[config.mk]
export PLATFORM = sky130hd
export DESIGN_NAME = branch_target_table
export DESIGN_NICKNAME = d
export VERILOG_FILES = /design/src/rtl/btt_pkg.sv /design/src/rtl/btt_tag_match.sv /design/src/rtl/btt_first_hit.sv /design/src/rtl/branch_target_table.sv
export SDC_FILE = /design/constraint.sdc
export NUM_CORES = 1
export LEC_CHECK = 0
export ABC_AREA = 0
export ABC_CLOCK_PERIOD_IN_PS = 3200
export BUFFER_PORTS_ARGS = -buffer_cell sky130_fd_sc_hd__buf_2
export CAP_MARGIN = 20
export CORE_MARGIN = 3
export CORE_UTILIZATION = 40
export DETAILED_ROUTE_END_ITERATION = 16
export GPL_ROUTABILITY_DRIVEN = 0
export PLACE_DENSITY = 0.61
export SLEW_MARGIN = 10
export SYNTH_ARGS = -nofsm -noshare
export SYNTH_HDL_FRONTEND = slang
export SYNTH_SLANG_ARGS = --single-unit
export TNS_END_PERCENT = 100
[constraint.sdc]
create_clock -name clk -period 3.2 [get_ports clk]
set_input_delay 0.32 -clock clk [delete_from_list [all_inputs] [get_ports clk]]
set_output_delay 0.32 -clock clk [all_outputs]
set_load 0.005 [all_outputs]
[src/rtl/btt_pkg.sv]
package btt_pkg;
    localparam int HINT_W   = 2;
    localparam int PRED_BIT = 1;
    typedef logic [HINT_W-1:0] hint_t;
endpackage

[src/rtl/btt_tag_match.sv]
module btt_tag_match #(
    parameter int N     = 16,
    parameter int TAG_W = 12
) (
    input  logic [N-1:0]            valid_i,
    input  logic [N-1:0][TAG_W-1:0] tags_i,
    input  logic [TAG_W-1:0]        key_i,
    output logic [N-1:0]            match_o
);
    for (genvar g = 0; g < N; g++) begin : g_cmp
        assign match_o[g] = valid_i[g] && (tags_i[g] == key_i);
    end
endmodule

[src/rtl/btt_first_hit.sv]
module btt_first_hit #(
    parameter int N     = 16,
    localparam int IDX_W = (N > 1) ? $clog2(N) : 1
) (
    input  logic [N-1:0]     req_i,
    output logic             found_o,
    output logic [IDX_W-1:0] idx_o,
    output logic [N-1:0]     grant_o
);
    // Scan from the top index down to 0 so the lowest match is the last written.
    always_comb begin
        found_o = 1'b0;
        idx_o   = '0;
        grant_o = '0;
        for (int i = N - 1; i >= 0; i--) begin
            if (req_i[i]) begin
                found_o = 1'b1;
                idx_o   = IDX_W'(i);
                grant_o = '0;
                grant_o[i] = 1'b1;
            end
        end
    end

    always_comb begin
        assert_onehot_grant_R10: assert ($onehot0(grant_o));
        assert_found_any_R10: assert (found_o == (|req_i));
    end
endmodule

[src/rtl/branch_target_table.sv]
module branch_target_table
    import btt_pkg::*;
#(
    parameter int N     = 16,
    parameter int TAG_W = 12,
    parameter int TGT_W = 16
) (
    input  logic             clk,
    input  logic             rst_n,
    input  logic [TAG_W-1:0] lk_addr,
    input  logic             upd_en,
    input  logic [TAG_W-1:0] upd_tag,
    input  logic [TGT_W-1:0] upd_target,
    input  logic [HINT_W-1:0] upd_hint,
    output logic             hit_q,
    output logic [TGT_W-1:0] target_q,
    output logic             pred_q
);
    localparam int IDX_W = (N > 1) ? $clog2(N) : 1;
    localparam logic [IDX_W-1:0] LAST = IDX_W'(N - 1);

    typedef struct packed {
        logic [N-1:0]            valid;
        logic [N-1:0][TAG_W-1:0] tag;
        logic [N-1:0][TGT_W-1:0] tgt;
        logic [N-1:0][HINT_W-1:0] hint;
        logic [IDX_W-1:0]        ptr;
        logic                    hit;
        logic [TGT_W-1:0]        tgt_out;
        logic                    pred;
    } state_t;

    state_t st_d, st_q;

    logic [N-1:0]     lk_match, up_match, lk_grant, up_grant;
    logic             lk_found, up_found;
    logic [IDX_W-1:0] lk_idx, up_idx, wr_idx;

    btt_tag_match #(.N(N), .TAG_W(TAG_W)) u_lk_match (
        .valid_i(st_q.valid), .tags_i(st_q.tag), .key_i(lk_addr), .match_o(lk_match)
    );
    btt_tag_match #(.N(N), .TAG_W(TAG_W)) u_up_match (
        .valid_i(st_q.valid), .tags_i(st_q.tag), .key_i(upd_tag), .match_o(up_match)
    );
    btt_first_hit #(.N(N)) u_lk_pick (
        .req_i(lk_match), .found_o(lk_found), .idx_o(lk_idx), .grant_o(lk_grant)
    );
    btt_first_hit #(.N(N)) u_up_pick (
        .req_i(up_match), .found_o(up_found), .idx_o(up_idx), .grant_o(up_grant)
    );

    always_comb begin
        st_d = st_q;
        // Lookup reads the pre-update contents.
        st_d.hit     = lk_found;
        st_d.tgt_out = lk_found ? st_q.tgt[lk_idx] : '0;
        st_d.pred    = lk_found && st_q.hint[lk_idx][PRED_BIT];
        wr_idx = up_found ? up_idx : st_q.ptr;
        if (upd_en) begin
            st_d.valid[wr_idx] = 1'b1;
            st_d.tag[wr_idx]   = upd_tag;
            st_d.tgt[wr_idx]   = upd_target;
            st_d.hint[wr_idx]  = upd_hint;
            if (!up_found) begin
                st_d.ptr = (st_q.ptr == LAST) ? '0 : st_q.ptr + 1'b1;
            end
        end
    end

    always_ff @(posedge clk) begin
        if (!rst_n) begin
            st_q <= '0;
        end else begin
            st_q <= st_d;
        end
    end

    assign hit_q    = st_q.hit;
    assign target_q = st_q.tgt_out;
    assign pred_q   = st_q.pred;

    assert_miss_quiet_R3: assert property (@(posedge clk) disable iff (!rst_n)
        !hit_q |-> (!pred_q && target_q == '0));

    assert_hit_needs_valid_R4: assert property (@(posedge clk) disable iff (!rst_n)
        hit_q |-> $past(|st_q.valid));

    assert_ptr_hold_R6: assert property (@(posedge clk) disable iff (!rst_n)
        (upd_en && up_found) |=> $stable(st_q.ptr));

    assert_ptr_step_R7: assert property (@(posedge clk) disable iff (!rst_n)
        (upd_en && !up_found) |=>
            (st_q.ptr == (($past(st_q.ptr) == LAST) ? '0 : $past(st_q.ptr) + 1'b1)));

    assert_valid_grow_R5: assert property (@(posedge clk) disable iff (!rst_n)
        1'b1 |=> ($countones(st_q.valid) <= $countones($past(st_q.valid)) + 1));

    assert_no_change_idle_R5: assert property (@(posedge clk) disable iff (!rst_n)
        !upd_en |=> ($stable(st_q.valid) && $stable(st_q.ptr)));
endmodule

==> metrics <==
run status=complete, but fails checks; failing checks=negative setup slack; Root Driver=clkbuf_16; Worst Path Required=3620 ps; Final nets=3018; Num CTS Buffers=56; Post-Syn Instances=2674; share of layout cells above drive strength 1=25.9%; Hold Crit Start=rst_n; post-synth top area share=39.7%; Remaining Overflow, GRT=0; Leakage=0.0133 uW; flops & latches, synth=502; VDD IR max=0.392 mV; post-route minimum period=3360 ps; initial antenna violation count=0; DR iter-0 viols=1756; total of max-cap violations=0; row count=91; fin worst setup slack=-163 ps; Worst Skew=98.1 ps; post-synth design cell area=25300 um2; Hold Worst Slack=130 ps; vias in the first global route=21200; top-count cell post-synth=mux2i_1; Async SR Flop Fraction=0%; EDFF count, synth=0; clk slew on worst S/H paths=60 ps; H-tree depth=2; GRT Overall Usage=24.8%; Crit path buffers/inverters=1; Worst slew margin=38.1%; worst-margin pin slew=927 ps; Synthesis Warnings=0; CP arrival=3790 ps; highest clock rate=0.297 GHz; worst-path fanout max=17; DRT Pass-1 Iters=5; Hold Path Class=in -> reg; Via density=5.49; CP endpoint kind=flip-flop; DRC viols=0; DIE WIDTH=258 um; Avg WL per Cell=22.7 um; CP Launch Type=flip-flop; Detail Placement HPWL=54.8 mm; core box area=62200 um2; final setup fails=179; DRT Wirelength=87.6 mm; die area=66400 um2; pwr dens=446 nW/um2; clk buf depth=3; Area growth syn-to-layout=31.3%; initial core utilization=40.8%; Crit path max-delay family=simple AND/OR/NAND/NOR gates; CTS tree=built; via count=21200; RSZ-0062 raised after global routing=yes; prevailing post-synth register cell=dfxtp_1; synth cell count leaders=mux2i_1, nand2_1, dfxtp_1; worst skew pair latency=660 ps; distinct cell type count after synthesis=61; Port Buffer Count=61; Mapped Avg Cell Area=9.48 um2; ranking of synthesized cells by area=dfxtp_1, mux2i_1, xnor2_1; clk sinks=502; final slew viol count=0; CP peak stage delay=580 ps; total negative slack=-10580 ps; Mapped Nets=2720; Chip Height=258 um; num ports=63; first-pass GRT wire length=128 mm; Fin. Hold Viols=0; number of antenna diodes=0; largest net degree at the start of global routing=84; sequential-to-total area share from yosys stat=39.7%; worst-path cell chain=xnor2_2 -> nand4_1 -> or4_4 -> a211oi_4 -> o31ai_2 -> a211oi_2 -> o21ai_2 -> or2_1 -> or3_4 -> buf_12 -> mux2i_1; worst r2r src=st_q[483]$_SDFFE_PN0P_; crit path from=st_q[483]$_SDFFE_PN0P_; CP Class=reg -> reg; fin crit share=105%; Routed Antenna Nets=0; Worst path slowest cell=or4_4; leading area contributor after synthesis=dfxtp_1
==> layer usage <==
| layer | part of all wire, % | vias to the layer above | track usage [%] |
|---|---|---|---|
| met5 | 0 | - | 0 |
| met4 | 4.2 | 0 | 11.1 |
| met3 | 8.3 | 249 | 4.92 |
| met2 | 45 | 877 | 38.8 |
| met1 | 43 | 10400 | 33.2 |
| li1 | - | 9667 | - |
==> flip-flops by register name, summed over array words and instances (netlist names) <==
signal / flops
st_q: 484
target_q: 16
hit_q: 1
pred_q: 1
==> through the flow <==
stage                     power, uW  setup WS [ps]  area (um2)  cells  utilization, %
after global routing          15200           -233       33300   3857            53.5
final                         14800           -163       33300   3857            53.5
after floorplan                7210            150       25300   2674               -
after CTS                     14800          -79.8       31900   3807            51.4
after global placement         7670           -590       28700   3646            46.1
after detailed placement       7680           -582       28700   3646            46.1
==> area by class of cell <==
| cell class | count | area [um2] |
|---|---|---|
| timing repair buffer | 480 | 5060 |
| sequential | 502 | 10100 |
| tap | 837 | 1050 |
| multi-input combinational | 1917 | 14900 |
| inverter | 15 | 56.3 |
| clock buffer | 78 | 1640 |
| clock inverter | 28 | 447 |
| fill | 5433 | 28900 |
==> worst paths after layout <==
kind	end	slack, ps	cells after the start
min	st_q[191]$_SDFFE_PN0P_	130	3
max reg2reg	st_q[51]$_SDFFE_PN0P_	-160	11
max	st_q[51]$_SDFFE_PN0P_	-160	11
min reg2reg	st_q[77]$_SDFFE_PN0P_	450	2
==> logic make-up after synthesis <==
kind of cell             after synthesis  synth area share [%]
flip-flops                           502                  39.7
AO/OA/AOI/OAI                        176                  5.16
adder cells (fa/ha/maj)                1                0.0494
buffers and inverters                255                  5.55
AND/OR/NAND/NOR                      781                  13.6
multiplexers                         574                  22.7
XOR/XNOR                             385                  13.3
==> placed cells by master (no fill, tap or decap), types with 7 or more instances in the layout <==
| cell | n |
|---|---|
| nand2_1 | 545 |
| a21oi_2 | 7 |
| mux2i_4 | 7 |
| clkbuf_8 | 16 |
| nand3_1 | 34 |
| xor2_1 | 12 |
| nor2_1 | 13 |
| dfxtp_2 | 30 |
| mux2i_2 | 12 |
| a221oi_2 | 8 |
| mux2i_1 | 554 |
| nand4_1 | 65 |
| nor4_2 | 14 |
| bufinv_16 | 9 |
| buf_6 | 42 |
| inv_1 | 15 |
| nor4_4 | 8 |
| o21a_1 | 12 |
| dfxtp_1 | 470 |
| xnor2_1 | 347 |
| a21oi_1 | 25 |
| a211oi_2 | 22 |
| a211oi_1 | 13 |
| a221oi_1 | 7 |
| a211o_1 | 8 |
| clkbuf_16 | 66 |
| xnor2_2 | 26 |
| buf_2 | 60 |
| and2_1 | 10 |
| nor4_1 | 17 |
| buf_4 | 268 |
| buf_12 | 89 |
| clkinv_2 | 14 |
| a21o_1 | 13 |
==> repair_timing <==
| item | CTS | global route |
|---|---|---|
| buffers inserted | 49 | 43 |
| endpoints found under the hold margin | 0 | 0 |
| resized for setup | 121 | 167 |
| gates cloned | 6 | 11 |
| pin swaps | 49 | 70 |
| hold buffers | 0 | 0 |
| setup endpoints to repair | 413 | 497 |
==> tightest hold or removal path, delay by kind of cell <==
| family | cells | cell delay (ps) |
|---|---|---|
| buffers and inverters | 1 | 200 |
| multiplexers | 1 | 60 |
| AND/OR/NAND/NOR | 1 | 120 |
==> power breakdown <==
| group | internal [uW] | leakage, uW | switching, uW |
|---|---|---|---|
| clock | 4340 | 0.00103 | 2840 |
| combinational | 539 | 0.00822 | 763 |
| sequential | 6310 | 0.00407 | 53.0 |
| total | 11200 | 0.0133 | 3660 |
No activity file was read; power rests on OpenSTA's default activity.
